**src/rtl/alu_cc_pkg.sv**
```systemverilog
package alu_cc_pkg;
  localparam int FUNC_W = 4;

  typedef enum logic [2:0] {
    OP_ADD,
    OP_SUB,
    OP_AND,
    OP_XOR,
    OP_NONE
  } aluOp_e;

  typedef enum logic [FUNC_W-1:0] {
    C_ALWAYS = 4'd0,
    C_LE     = 4'd1,
    C_LT     = 4'd2,
    C_EQ     = 4'd3,
    C_NE     = 4'd4,
    C_GE     = 4'd5,
    C_GT     = 4'd6
  } cond_e;

  typedef struct packed {
    logic   loadFlags;
    aluOp_e op;
  } aluCtl_t;

  typedef struct packed {
    logic zero;
    logic sign;
    logic ovf;
  } flags_t;
endpackage

```
**src/rtl/alu_cc_ctrl.sv**
```systemverilog
module alu_cc_ctrl
  import alu_cc_pkg::*;
#(
  parameter int FW = FUNC_W
) (
  input  logic          clk,
  input  logic          rstN,
  input  logic [FW-1:0] aluFunc,
  input  logic          setCc,
  input  logic [FW-1:0] condFunc,
  input  flags_t        flags,
  output aluCtl_t       ctl,
  output logic          condTrue
);
  localparam int NUM_OPS = 4;

  aluOp_e opSel;
  logic   lessThan;

  always_comb begin
    if (aluFunc < FW'(NUM_OPS)) begin
      unique case (aluFunc[1:0])
        2'd0:    opSel = OP_ADD;
        2'd1:    opSel = OP_SUB;
        2'd2:    opSel = OP_AND;
        default: opSel = OP_XOR;
      endcase
    end else begin
      opSel = OP_NONE;
    end
  end

  assign ctl.op        = opSel;
  assign ctl.loadFlags = setCc && (opSel != OP_NONE);

  assign lessThan = flags.sign ^ flags.ovf;

  always_comb begin
    case (condFunc)
      C_ALWAYS: condTrue = 1'b1;
      C_LE:     condTrue = lessThan | flags.zero;
      C_LT:     condTrue = lessThan;
      C_EQ:     condTrue = flags.zero;
      C_NE:     condTrue = !flags.zero;
      C_GE:     condTrue = !lessThan;
      C_GT:     condTrue = !lessThan && !flags.zero;
      default:  condTrue = 1'b0;
    endcase
  end

  AST_ALWAYS_TAKEN: assert property (@(posedge clk) disable iff (!rstN)
    (condFunc == FW'(0)) |-> condTrue);
  AST_UNUSED_COND_FALSE: assert property (@(posedge clk) disable iff (!rstN)
    (condFunc > FW'(6)) |-> !condTrue);
  AST_EQ_TRACKS_FLAG: assert property (@(posedge clk) disable iff (!rstN)
    (condFunc == FW'(3)) |-> (condTrue == flags.zero));
  AST_GE_LT_SPLIT: assert property (@(posedge clk) disable iff (!rstN)
    (condFunc == FW'(5)) |-> (condTrue != (flags.sign ^ flags.ovf)));
endmodule

```
**src/rtl/alu_cc_dp.sv**
```systemverilog
module alu_cc_dp
  import alu_cc_pkg::*;
#(
  parameter int WIDTH = 32
) (
  input  logic             clk,
  input  logic             rstN,
  input  aluCtl_t          ctl,
  input  logic [WIDTH-1:0] valA,
  input  logic [WIDTH-1:0] valB,
  output logic [WIDTH-1:0] valE,
  output flags_t           flags
);
  localparam int MSB = WIDTH - 1;

  logic [WIDTH-1:0] sumRes;
  logic [WIDTH-1:0] diffRes;
  logic             addOvf;
  logic             subOvf;
  flags_t           nextFlags;
  flags_t           flagReg;

  assign sumRes  = valB + valA;
  assign diffRes = valB - valA;
  assign addOvf  = (valB[MSB] == valA[MSB]) && (sumRes[MSB] != valB[MSB]);
  assign subOvf  = (valB[MSB] != valA[MSB]) && (diffRes[MSB] != valB[MSB]);

  always_comb begin
    nextFlags.ovf = 1'b0;
    unique case (ctl.op)
      OP_ADD: begin
        valE          = sumRes;
        nextFlags.ovf = addOvf;
      end
      OP_SUB: begin
        valE          = diffRes;
        nextFlags.ovf = subOvf;
      end
      OP_AND:  valE = valB & valA;
      OP_XOR:  valE = valB ^ valA;
      default: valE = '0;
    endcase
    nextFlags.zero = (valE == '0);
    nextFlags.sign = valE[MSB];
  end

  always_ff @(posedge clk or negedge rstN) begin
    if (!rstN) begin
      flagReg <= '{zero: 1'b1, sign: 1'b0, ovf: 1'b0};
    end else if (ctl.loadFlags) begin
      flagReg <= nextFlags;
    end
  end

  assign flags = flagReg;

  AST_HOLD_FLAGS: assert property (@(posedge clk) disable iff (!rstN)
    !ctl.loadFlags |=> $stable(flags));
  AST_ZERO_MATCH: assert property (@(posedge clk) disable iff (!rstN)
    ctl.loadFlags |=> (flags.zero == ($past(valE) == '0)));
  AST_SIGN_MATCH: assert property (@(posedge clk) disable iff (!rstN)
    ctl.loadFlags |=> (flags.sign == $past(valE[MSB])));
  AST_NO_OVERFLOW: assert property (@(posedge clk) disable iff (!rstN)
    (ctl.loadFlags && (ctl.op == OP_AND || ctl.op == OP_XOR)) |=> !flags.ovf);
  AST_BAD_FUNC_ZERO: assert property (@(posedge clk) disable iff (!rstN)
    (ctl.op == OP_NONE) |-> (valE == '0));
endmodule

```
**src/rtl/alu_cc.sv**
```systemverilog
module alu_cc
  import alu_cc_pkg::*;
#(
  parameter int WIDTH = 32
) (
  input  logic              clk,
  input  logic              rstN,
  input  logic [WIDTH-1:0]  valA,
  input  logic [WIDTH-1:0]  valB,
  input  logic [FUNC_W-1:0] aluFunc,
  input  logic              setCc,
  input  logic [FUNC_W-1:0] condFunc,
  output logic [WIDTH-1:0]  valE,
  output logic              zeroFlag,
  output logic              signFlag,
  output logic              ovfFlag,
  output logic              condTrue
);
  aluCtl_t ctl;
  flags_t  flags;

  alu_cc_ctrl #(.FW(FUNC_W)) uCtrl (
    .clk      (clk),
    .rstN     (rstN),
    .aluFunc  (aluFunc),
    .setCc    (setCc),
    .condFunc (condFunc),
    .flags    (flags),
    .ctl      (ctl),
    .condTrue (condTrue)
  );

  alu_cc_dp #(.WIDTH(WIDTH)) uDp (
    .clk   (clk),
    .rstN  (rstN),
    .ctl   (ctl),
    .valA  (valA),
    .valB  (valB),
    .valE  (valE),
    .flags (flags)
  );

  assign zeroFlag = flags.zero;
  assign signFlag = flags.sign;
  assign ovfFlag  = flags.ovf;
endmodule

```
**config.mk**
```make
export PLATFORM = sky130hd
export DESIGN_NAME = alu_cc
export DESIGN_NICKNAME = d
export VERILOG_FILES = /design/src/rtl/alu_cc_pkg.sv /design/src/rtl/alu_cc_ctrl.sv /design/src/rtl/alu_cc_dp.sv /design/src/rtl/alu_cc.sv
export SDC_FILE = /design/constraint.sdc
export NUM_CORES = 1
export LEC_CHECK = 0
export ABC_AREA = 1
export BUFFER_PORTS_ARGS = -buffer_cell sky130_fd_sc_hd__buf_2
export CAP_MARGIN = 20
export CORE_MARGIN = 3
export CORE_UTILIZATION = 35
export DETAILED_ROUTE_END_ITERATION = 16
export GPL_ROUTABILITY_DRIVEN = 1
export PLACE_DENSITY = 0.56
export SLEW_MARGIN = 20
export SYNTH_ARGS = -nofsm -noshare
export SYNTH_HDL_FRONTEND = slang
export SYNTH_SLANG_ARGS = --single-unit
```
**constraint.sdc**
```tcl
create_clock -name clk -period 5.9 [get_ports clk]
set_clock_uncertainty 0.1 [all_clocks]
set_input_delay 0.59 -clock clk [delete_from_list [all_inputs] [get_ports clk]]
set_output_delay 0.59 -clock clk [all_outputs]
set_load 0.1 [all_outputs]
```
After elaboration in Yosys (flattened, before gate mapping)

Index checks and enable logic that the tools add are counted.

Output and inout bits: 36
Word-level logic and storage cells: 41
Register bits: 3

Add/subtract/negate cells: 2
Equality and inequality tests: 16
Multiplexer cells: 5
Bitwise operators: 4
Reduce and logical (&&, ||, !) cells: 10
$lt $le $gt $ge: 1

Operators by type and width:

| cell                                                | count |
|---|---|
| case mux 32 bit (4 select lines)                    | 1 |
| adder 32 bit                                        | 1 |
| bitwise AND 32 bit                                  | 1 |
| zero test 32 bit                                    | 1 |
| subtractor 32 bit                                   | 1 |
| bitwise XOR 32 bit                                  | 1 |
| == test 4 x 3 -> 1 bit (second input constant)      | 3 |
| == test 4 x 2 -> 1 bit (second input constant)      | 2 |
| case mux 1 bit (7 select lines)                     | 1 |
| == test 3 x 2 -> 1 bit (second input constant)      | 2 |
| case mux 2 bit (3 select lines)                     | 1 |
| == test 4 x 1 -> 1 bit (second input constant)      | 1 |
| logical AND 1 bit                                   | 4 |
| zero test 4 bit                                     | 1 |
| < comparator 4 x 3 -> 1 bit (second input constant) | 1 |
| == test 3 x 1 -> 1 bit (second input constant)      | 1 |
| zero test 3 bit                                     | 1 |
| two-way mux 3 bit                                   | 1 |
| inequality test 1 bit                               | 3 |
| inequality test 3 bit (second input constant)       | 1 |
| == test 2 x 1 -> 1 bit (second input constant)      | 1 |
| == test 2 bit (second input constant)               | 1 |
| zero test 1 bit                                     | 2 |
| zero test 2 bit                                     | 1 |
| other kinds (4)                                     | 4 |

Longest topological paths before layout

Gate-level depths: netlist of run 1.

Depth after elaboration: 6
Gate-level depth with buffers: 22

Modules after synthesis

From an unflattened synthesis of run 1, not the netlist that was laid out.

Cells, all modules: 1279
Area total of the unflattened synthesis: 6286.0 um2

By module, submodules not included:

| module      | cells an instance | times used | sequential area each (um2) | area each (um2) |
|---|---|---|---|---|
| alu_cc_dp   | 1249              | 1          | 76.3                       | 6162.2 |
| alu_cc_ctrl | 30                | 1          | 0.0                        | 123.9 |

Worst setup path after synthesis of run 1

OpenSTA, ideal clock, no wires.

Path type: register -> output
Start point: register uDp.flagReg (netlist bit uDp.flags[1])
End point: output port condTrue
Path buffers: 0
Path slack: 1.592 ns
Stages on the path, launching flop included: 4
Required time: 5.210 ns
Data arrival time: 3.618 ns
Cells stage by stage: dfrtp_1 > xnor2_1 > o221ai_1 > a221oi_1

Longest elaborated chain between the ends: 4
Elaborated cells on any way between the ends: 5
Those cells by class: mux (1); bitwise (2); reduce/logical (2)

RTL lines:

| what                              | RTL line                             | RTL |
|---|---|---|
| start: declaration                | alu_cc_dp.sv:21                      | `flags_t flagReg;` |
| start signal: assignment          | alu_cc_dp.sv:49                      | `flagReg <= '{zero: 1'b1, sign: 1'b0, ovf: 1'b0};` |
| start signal: assignment          | alu_cc_dp.sv:51                      | `flagReg <= nextFlags;` |
| bitwise XOR 1 bit *               | alu_cc_ctrl.sv:36                    | `assign lessThan = flags.sign ^ flags.ovf;` |
| zero test 1 bit                   | alu_cc_ctrl.sv:45, alu_cc_ctrl.sv:46 |  |
| logical AND 1 bit                 | alu_cc_ctrl.sv:46                    | `C_GT: condTrue = !lessThan && !flags.zero;` |
| case mux 1 bit (7 select lines) * | alu_cc_ctrl.sv:39                    | `case (condFunc)` |
| end: declaration                  | alu_cc.sv:17                         | `output logic condTrue` |

Every way passes the cells marked *; elsewhere a longest branch is shown, timed or not.

Final worst setup path of run 1

Start point: input port valA[0]
End point: output port valE[30]

Longest elaborated chain between the ends: 2
Elaborated cells on any way between the ends: 3
Those cells by class: add/sub (2); mux (1)

RTL lines:

| what                                              | RTL line                         | RTL |
|---|---|---|
| start: declaration                                | alu_cc.sv:8                      | `input logic [WIDTH-1:0] valA,` |
| subtractor 32 bit or adder 32 bit (tied branches) | alu_cc_dp.sv:24, alu_cc_dp.sv:23 |  |
| case mux 32 bit (4 select lines) *                | alu_cc_dp.sv:30                  | `unique case (ctl.op)` |
| end: declaration                                  | alu_cc.sv:13                     | `output logic [WIDTH-1:0] valE,` |

Marks and branches as above.

==> results of run 1 <==
## cell type report
class / count / area [um2]
fill: 2087 / 10500
sequential: 3 / 76.3
clock buffer: 4 / 78.8
inverter: 286 / 1070
tap: 225 / 282
timing repair buffer: 113 / 573
multi-input combinational: 963 / 4800
## layer usage
| metal | routed length (um) | share of wire (%) | track usage [%] | vias up |
|---|---|---|---|---|
| met3 | 2140 | 8.9 | 2.85 | 29 |
| met1 | 10700 | 44 | 32.3 | 3632 |
| met4 | 355 | 1.5 | 3.77 | 0 |
| li1 | - | - | - | 4082 |
| met2 | 11000 | 45 | 40.7 | 347 |
| met5 | 0 | 0 | 0 | - |
## power breakdown
part	total (mW)	switching, mW	internal [mW]	leakage (nW)
clock network	0.107	0.0180	0.0891	0.0382
logic	0.751	0.557	0.194	4.26
registers	0.0256	0.00212	0.0234	0.0358
## logic make-up after synthesis
| group | after synthesis | share of synthesized area (%) |
|---|---|---|
| and+or+nand+nor | 796 | 54.1 |
| xor gates and xnor gates | 4 | 0.560 |
| buffers and inverters | 324 | 22.1 |
| DFF | 3 | 1.22 |
| adders and majority gates | 66 | 13.4 |
| AOI/OAI and AO/OA | 97 | 8.61 |
## critical path, cell delays in order
cell and delay (ns):
buf_2 0.12, ha_1 0.21, fa_1 0.39, inv_1 0.17, nand3_1 0.15, nand2_2 0.21
nand2_1 0.09, nand2_1 0.13, nand2_1 0.09, nand2_1 0.13, nand2_1 0.09, nand3_1 0.09
nand3_1 0.07, nand3_1 0.13, buf_2 0.44
## through the flow
stage	hold WS, ns	cell area [um2]
after floorplan	0.194	6250
after global placement	0.290	6800
after detailed placement	0.290	6800
after CTS	0.0581	6880
after global routing	0.0617	6880
final	0.0564	6880
## final timing paths
path,slack [ns],endpoint,from
worst max register to register,5.08,uDp.flags[2],uDp.flags[2]
min in group clk,0.39,uDp.flags[2],uDp.flags[2]
max in group asynchronous,5.45,uDp.flags[2],rstN
worst max-delay path,2.10,valE[30],valA[0]
worst min register to register,0.39,uDp.flags[2],uDp.flags[2]
worst min-delay path,0.06,uDp.flags[1],rstN
## placed cells by master (no fill, tap or decap), drive strengths merged
cell,instances
nand2,461
inv,286
nor2,156
nand3,135
buf,113
ha,64
a21oi,36
o21ai,32
nand4,22
o22ai,19
nor3,10
nand3b,8
o21bai,4
clkbuf,4
xor2,3
or2,3
a31oi,2
fa,2
dfrtp,2
o21a,1
and2,1
a21o,1
xnor2,1
o221ai,1
a221oi,1
dfstp,1
==> results.sh, run 1 <==
export IMPL_status="finished, final reports clean"
export IMPL_netlist_area_leader_share_pct=27.3
export IMPL_grt_max_degree=29
export IMPL_slew_violations=0
export IMPL_ys_seq_elements=3
export IMPL_htree_levels=1
export IMPL_synthFlopType="dfrtp_1"
export IMPL_via_per_inst=5.08
export IMPL_largest_reg_flops=3
export IMPL_core_area_um2=17400
export IMPL_min_period_ns=3.80
export IMPL_rsz0062_at_grt="no"
export IMPL_setup_viol=0
export IMPL_routedWlPerCell_um=15.2
export IMPL_max_freq_mhz=263
export IMPL_drt_wl_total_um=24200
export IMPL_yosys_warnings=0
export IMPL_synth_nets=1431
export IMPL_worstRegToRegCells=2
export IMPL_grt_pass1_vias=7377
export IMPL_grt_usage_pct=23.6
export IMPL_place_ws_ns=2.18
export IMPL_finalSetupTns_ns=0
export IMPL_tightest_slew_ns=0.732
export IMPL_post_route_util_pct=39.5
export IMPL_area_growth_syn_to_layout_pct=10.1
export IMPL_postCtsHoldBufs=0
export IMPL_drt_iter0_markers=674
export IMPL_die_w_um=140
export IMPL_avgSynthCellArea_um2=4.85
export IMPL_hpwl_um=20600
export IMPL_synth_enable_flop_cells=0
export IMPL_p_leak_nw=4.34
export IMPL_drive_above_1_share_pct=11.7
export IMPL_ir_drop_mv=0.153
export IMPL_clk_latency_ns=0.22
export IMPL_cts_setup_buffers=0
export IMPL_worst_setup_path_end_kind="output port"
export IMPL_antenna_found_initial=0
export IMPL_netlist_top_cell_by_area="nand2_1"
export IMPL_fin_nets=1511
export IMPL_rows=48
export IMPL_clockBufferDepth=2
export IMPL_cts_sinks=3
export IMPL_ys_types=39
export IMPL_start_util_pct=35.9
export IMPL_finalHoldViolCount=0
export IMPL_antenna_cells=0
export IMPL_dieHeight_um=140
export IMPL_syn_cell_area_um2=6250
export IMPL_portBuffers=110
export IMPL_first_pass_iters=6
export IMPL_fin_crit_sh_pct=64.5
export IMPL_gr_total_overflow=0
export IMPL_worstPathRequired_ns=5.21
export IMPL_total_power_mw=0.883
export IMPL_gp_congestion=0.976
export IMPL_numCtsBuffers=3
export IMPL_cts_tree="built"
export IMPL_yosysSeqAreaShare_pct=1.22
export IMPL_path_max_fanout=5
export IMPL_grt_pass1_wl_um=37700
export IMPL_async_reset_ff_share_pct=100
export IMPL_final_cells=1594
export IMPL_ys_top_cells_by_count="455 x nand2_1, 279 x inv_1, 138 x nor2_1"
export IMPL_setup_ws_ns=2.10
export IMPL_critPathLaunchType="primary input"
export IMPL_slew_headroom_pct=51.1
export IMPL_io_pins=111
export IMPL_power_density_nw_per_um2=128
export IMPL_yosysMostFrequentCell="nand2_1"
export IMPL_ant_nets=0
export IMPL_clkTransAtPathRegs_ns=0.03
export IMPL_netlist_instances=1290
export IMPL_arrival_ns=3.11
export IMPL_drcViolationCount=0
export IMPL_cts_resized_gates=0
export IMPL_worstSetupPathType="in -> out"
export IMPL_dieArea_um2=19500
export IMPL_hold_class="in -> async"
export IMPL_dp_cells=1590
export IMPL_vias=8090
export IMPL_ys_top_cells_by_area="nand2_1 27%, inv_1 17%, ha_1 13%"
export IMPL_max_cap_violations=0
export IMPL_cts_root_buf="clkbuf_16"
No activity file was read; power rests on OpenSTA's default activity.
==> run 2, diff against run 1 <==
clock period = 3.55 ns   (was 5.9 ns; I/O delays follow)
==> results.sh, run 2 (synthesis gave the netlist of run 1 again) <==
export IMPL_drcViolationCount=0
export IMPL_antenna_cells=0
export IMPL_largest_reg_flops=3
export IMPL_place_ws_ns=0.321
export IMPL_path_max_fanout=8
export IMPL_hold_class="in -> reg"
export IMPL_vias=8160
export IMPL_setup_ws_ns=0.238
export IMPL_dieArea_um2=19500
export IMPL_fin_nets=1524
export IMPL_cts_sinks=3
export IMPL_area_growth_syn_to_layout_pct=12.9
export IMPL_clk_latency_ns=0.22
export IMPL_drt_wl_total_um=25200
export IMPL_r2r_start="uDp.flags[2]"
export IMPL_rows=48
export IMPL_tightest_slew_ns=0.551
export IMPL_worstRegToRegCells=2
export IMPL_cts_root_buf="clkbuf_16"
export IMPL_fin_crit_sh_pct=93.3
export IMPL_cts_tree="built"
export IMPL_die_w_um=140
export IMPL_worstSetupPathType="in -> out"
export IMPL_start_util_pct=35.9
export IMPL_num_fill_cells=2052
export IMPL_r2r_end="uDp.flags[2]"
export IMPL_ir_drop_mv=0.229
export IMPL_slew_headroom_pct=62.8
export IMPL_routedWlPerCell_um=15.7
export IMPL_grt_usage_pct=24.7
export IMPL_antenna_found_initial=0
export IMPL_first_pass_iters=5
export IMPL_grt_max_degree=29
export IMPL_max_freq_mhz=302
export IMPL_rsz0062_at_grt="no"
export IMPL_power_density_nw_per_um2=213
export IMPL_grt_pass1_wl_um=39100
export IMPL_regArea_um2=76.3
export IMPL_slew_violations=0
export IMPL_final_cell_mix="455 x nand2_1, 279 x inv_1, 138 x nor2_1"
export IMPL_p_leak_nw=4.42
export IMPL_finalHoldViolCount=0
export IMPL_worstPathRequired_ns=3.09
export IMPL_gr_total_overflow=0
export IMPL_hold_path_cell_count=4
export IMPL_postLayoutCellArea_um2=7060
export IMPL_max_cap_violations=0
export IMPL_gp_congestion=1.02
export IMPL_htree_levels=1
export IMPL_core_area_um2=17400
export IMPL_post_route_util_pct=40.5
export IMPL_finalSetupTns_ns=0
export IMPL_cts_setup_buffers=0
export IMPL_grt_pass1_vias=7469
export IMPL_cp_startpoint="valA[26]"
export IMPL_arrival_ns=2.86
export IMPL_numCtsBuffers=3
export IMPL_dieHeight_um=140
export IMPL_hpwl_um=21700
export IMPL_critPathLaunchType="primary input"
export IMPL_multi_input_area_um2=4800
export IMPL_min_period_ns=3.31
export IMPL_ff2ff_setup_slack_ns=2.72
export IMPL_via_per_inst=5.08
export IMPL_critPathCapture="valE[31]"
export IMPL_portBuffers=110
export IMPL_final_common_cell="nand2_1"
export IMPL_status="finished, final reports clean"
export IMPL_clkTransAtPathRegs_ns=0.03
export IMPL_setup_viol=0
export IMPL_drt_iter0_markers=836
export IMPL_drive_above_1_share_pct=12.4
export IMPL_dpl_cell_area_um2=6970
export IMPL_worst_setup_path_end_kind="output port"
export IMPL_fin_worst_hold_slack_ns=0.353
export IMPL_clockBufferDepth=2
export IMPL_io_pins=111
export IMPL_ant_nets=0
run 2: changes by cell type in the layout (fill, tap and decap cells not counted):
cell | previous run | this run
a221oi_2 | 0 | 1
buf_2 | 110 | 106
nand2_1 | 454 | 455
dlygate4sd3_1 | 0 | 1
nand2_2 | 7 | 6
buf_12 | 0 | 5
a221oi_1 | 1 | 0
buf_4 | 3 | 14
run 2: metal layers:
metal	share of wire, %	GRT usage, %	vias to the layer above
met5	0	0	-
li1	-	-	4105
met3	8.4	2.41	42
met1	46	35.6	3617
met2	43	39.6	396
met4	2.7	6.22	0
run 2: cell type report:
| type | instances | area share [%] |
|---|---|---|
| Multi-Input combinational cell | 963 | 68.0 |
| Tap cell | 225 | 3.99 |
| Sequential cell | 3 | 1.08 |
| Timing Repair Buffer | 126 | 10.6 |
| Inverter | 286 | 15.2 |
| Clock buffer | 4 | 1.12 |
run 2: worst min path at each step:
stage / from / to
finish: setCc / uDp.flags[2]
global route: rstN / uDp.flags[0]
CTS: rstN / uDp.flags[0]
detailed placement: rstN / uDp.flags[1]
global placement: rstN / uDp.flags[1]
floorplan: rstN / uDp.flags[0]
run 2: what timing repair did:
item / in CTS / in global routing
hold buffers: 1 / 0
endpoints found under the setup margin: 0 / 0
resized for setup: 0 / 0
endpoints found under the hold margin: 2 / 0
run 2: stage by stage:
stage / instances / power (mW)
6_report: 1607 / 1.50
5_1_grt: 1607 / 1.63
4_1_cts: 1607 / 1.48
3_5_place_dp: 1602 / 1.30
3_3_place_gp: 1602 / 1.30
2_1_floorplan: 1290 / 0.991
run 2: worst max-delay path, stage by stage:
cell and delay (ns):
buf_2 0.09, inv_1 0.04, ha_1 0.49, inv_2 0.16
a21oi_1 0.28, o21ai_0 0.18, nand2_1 0.09, nand3_1 0.09
nor2_2 0.15, nand2_1 0.09, nand3_1 0.07, nand3b_1 0.08
nor2_1 0.33, inv_1 0.14, buf_12 0.19
run 2: power breakdown:
group / leakage, nW / internal [mW] / switching, mW
Sequential: 0.0358 / 0.0389 / 0.00346
Clock: 0.0382 / 0.148 / 0.0311
Combinational: 4.34 / 0.344 / 0.939
==> run 3, diff against run 2 <==
clock period = 4 ns   (was 3.55 ns; I/O delays follow)
==> results.sh, run 3 (synthesis gave the netlist of run 1 again) <==
export IMPL_status="finished, final reports clean"
export IMPL_setup_viol=0
export IMPL_r2r_start="uDp.flags[2]"
export IMPL_hpwl_um=21000
export IMPL_clk_latency_ns=0.22
export IMPL_start_util_pct=35.9
export IMPL_critPathLaunchType="primary input"
export IMPL_ir_drop_mv=0.200
export IMPL_io_pins=111
export IMPL_worstSetupPathType="in -> out"
export IMPL_via_per_inst=5.05
export IMPL_area_growth_syn_to_layout_pct=10.8
export IMPL_power_density_nw_per_um2=188
export IMPL_grt_pass1_vias=7567
export IMPL_dr_max_layer_used="met4"
export IMPL_slew_violations=0
export IMPL_worstRegToRegCells=2
export IMPL_min_period_ns=3.40
export IMPL_hold_path_cell_count=4
export IMPL_postLayoutCellArea_um2=6930
export IMPL_core_area_um2=17400
export IMPL_dpl_cell_area_um2=6840
export IMPL_fin_nets=1515
export IMPL_worstHoldStart="setCc"
export IMPL_cts_root_buf="clkbuf_16"
export IMPL_grt_pass1_wl_um=38700
export IMPL_path_max_fanout=9
export IMPL_final_cell_mix="455 x nand2_1, 279 x inv_1, 138 x nor2_1"
export IMPL_p_leak_nw=4.36
export IMPL_fin_crit_sh_pct=84.9
export IMPL_tightest_slew_ns=0.747
export IMPL_gr_total_overflow=0
export IMPL_largest_reg_flops=3
export IMPL_max_cap_violations=0
export IMPL_grt_max_degree=32
export IMPL_ff2ff_setup_slack_ns=3.18
export IMPL_worstPathRequired_ns=3.50
export IMPL_antenna_found_initial=0
export IMPL_antenna_cells=0
export IMPL_r2r_end="uDp.flags[2]"
export IMPL_final_common_cell="nand2_1"
export IMPL_min_to="uDp.flags[2]"
export IMPL_clockBufferDepth=2
export IMPL_routedWlPerCell_um=15.3
export IMPL_met1Wirelength_um=11000
export IMPL_die_w_um=140
export IMPL_drcViolationCount=0
export IMPL_dieArea_um2=19500
export IMPL_worst_setup_path_end_kind="output port"
export IMPL_clkTransAtPathRegs_ns=0.03
export IMPL_dieHeight_um=140
export IMPL_dr_wl_met3_um=1930
export IMPL_grt_usage_pct=24.3
export IMPL_finalHoldViolCount=0
export IMPL_rows=48
export IMPL_wl_met2_um=11000
export IMPL_slew_headroom_pct=50.2
export IMPL_cts_resized_gates=0
export IMPL_first_pass_iters=5
export IMPL_cts_sinks=3
export IMPL_arrival_ns=2.90
export IMPL_rsz0062_at_grt="no"
export IMPL_ant_nets=0
export IMPL_portBuffers=110
export IMPL_numCtsBuffers=3
export IMPL_max_freq_mhz=294
export IMPL_htree_levels=1
export IMPL_drt_wl_total_um=24500
export IMPL_finalSetupTns_ns=0
export IMPL_drive_above_1_share_pct=11.9
export IMPL_cts_tree="built"
export IMPL_gp_congestion=0.990
export IMPL_drt_iter0_markers=817
export IMPL_vias=8064
export IMPL_hold_class="in -> reg"
run 3: cell types whose count changed in the layout (fill, tap and decap cells not counted), sizes merged:
cell	delta
buf	-9
run 3: report_power, final:
group	leakage, nW	internal, mW	switching, mW
Sequential	0.0358	0.0346	0.00315
Clock	0.0382	0.132	0.0282
Combinational	4.28	0.289	0.818
Total	4.36	0.455	0.849
run 3: how the worst max path moves through the flow:
stage	start	end	slack, ns
after global placement	valB[0]	valE[30]	0.66
after detailed placement	valA[22]	valE[31]	0.63
after global routing	valA[22]	valE[31]	0.34
after CTS	valA[22]	valE[31]	0.63
final	valA[22]	valE[31]	0.60
after floorplan	valB[0]	uDp.flags[2]	0.65
run 3: repair_timing:
action | in CTS | in global routing
endpoints found under the hold margin | 2 | 0
setup buffers | 0 | 0
hold buffers | 1 | 0
run 3: per-layer routing:
layer,up-vias,global-route usage [%]
li1,4101,-
met1,3579,34.1
met2,348,40.8
met3,36,2.03
met4,0,4.69
met5,-,0
run 3: worst max-delay path: stages:
cell and delay, ns:
buf_2 0.09, inv_1 0.04, ha_1 0.52, inv_1 0.15, a21oi_1 0.27, nand2_1 0.14
a21oi_1 0.22, nor2_1 0.08, nor2_2 0.11, nand2_1 0.09, nand3_1 0.07, nand3b_1 0.08
nor2_1 0.28, inv_1 0.06, buf_2 0.30
run 3: through the flow:
stage	utilization, %	setup slack (ns)	total power [mW]	hold slack (ns)	cells
finish	39.8	0.604	1.30	0.383	1598
global route	39.8	0.337	1.42	0.408	1598
global placement	39.3	0.658	1.13	0.101	1593
CTS	39.8	0.627	1.29	0.389	1598
detailed placement	39.3	0.625	1.13	0.0988	1593
floorplan	-	0.652	0.879	0.00441	1290
run 3: layout make-up:
type / instances / area [um2]
multi-input combinational: 963 / 4800
inverter: 286 / 1070
sequential: 3 / 76.3
timing repair buffer: 117 / 618
fill: 2078 / 10500
tap: 225 / 282
clock buffer: 4 / 78.8
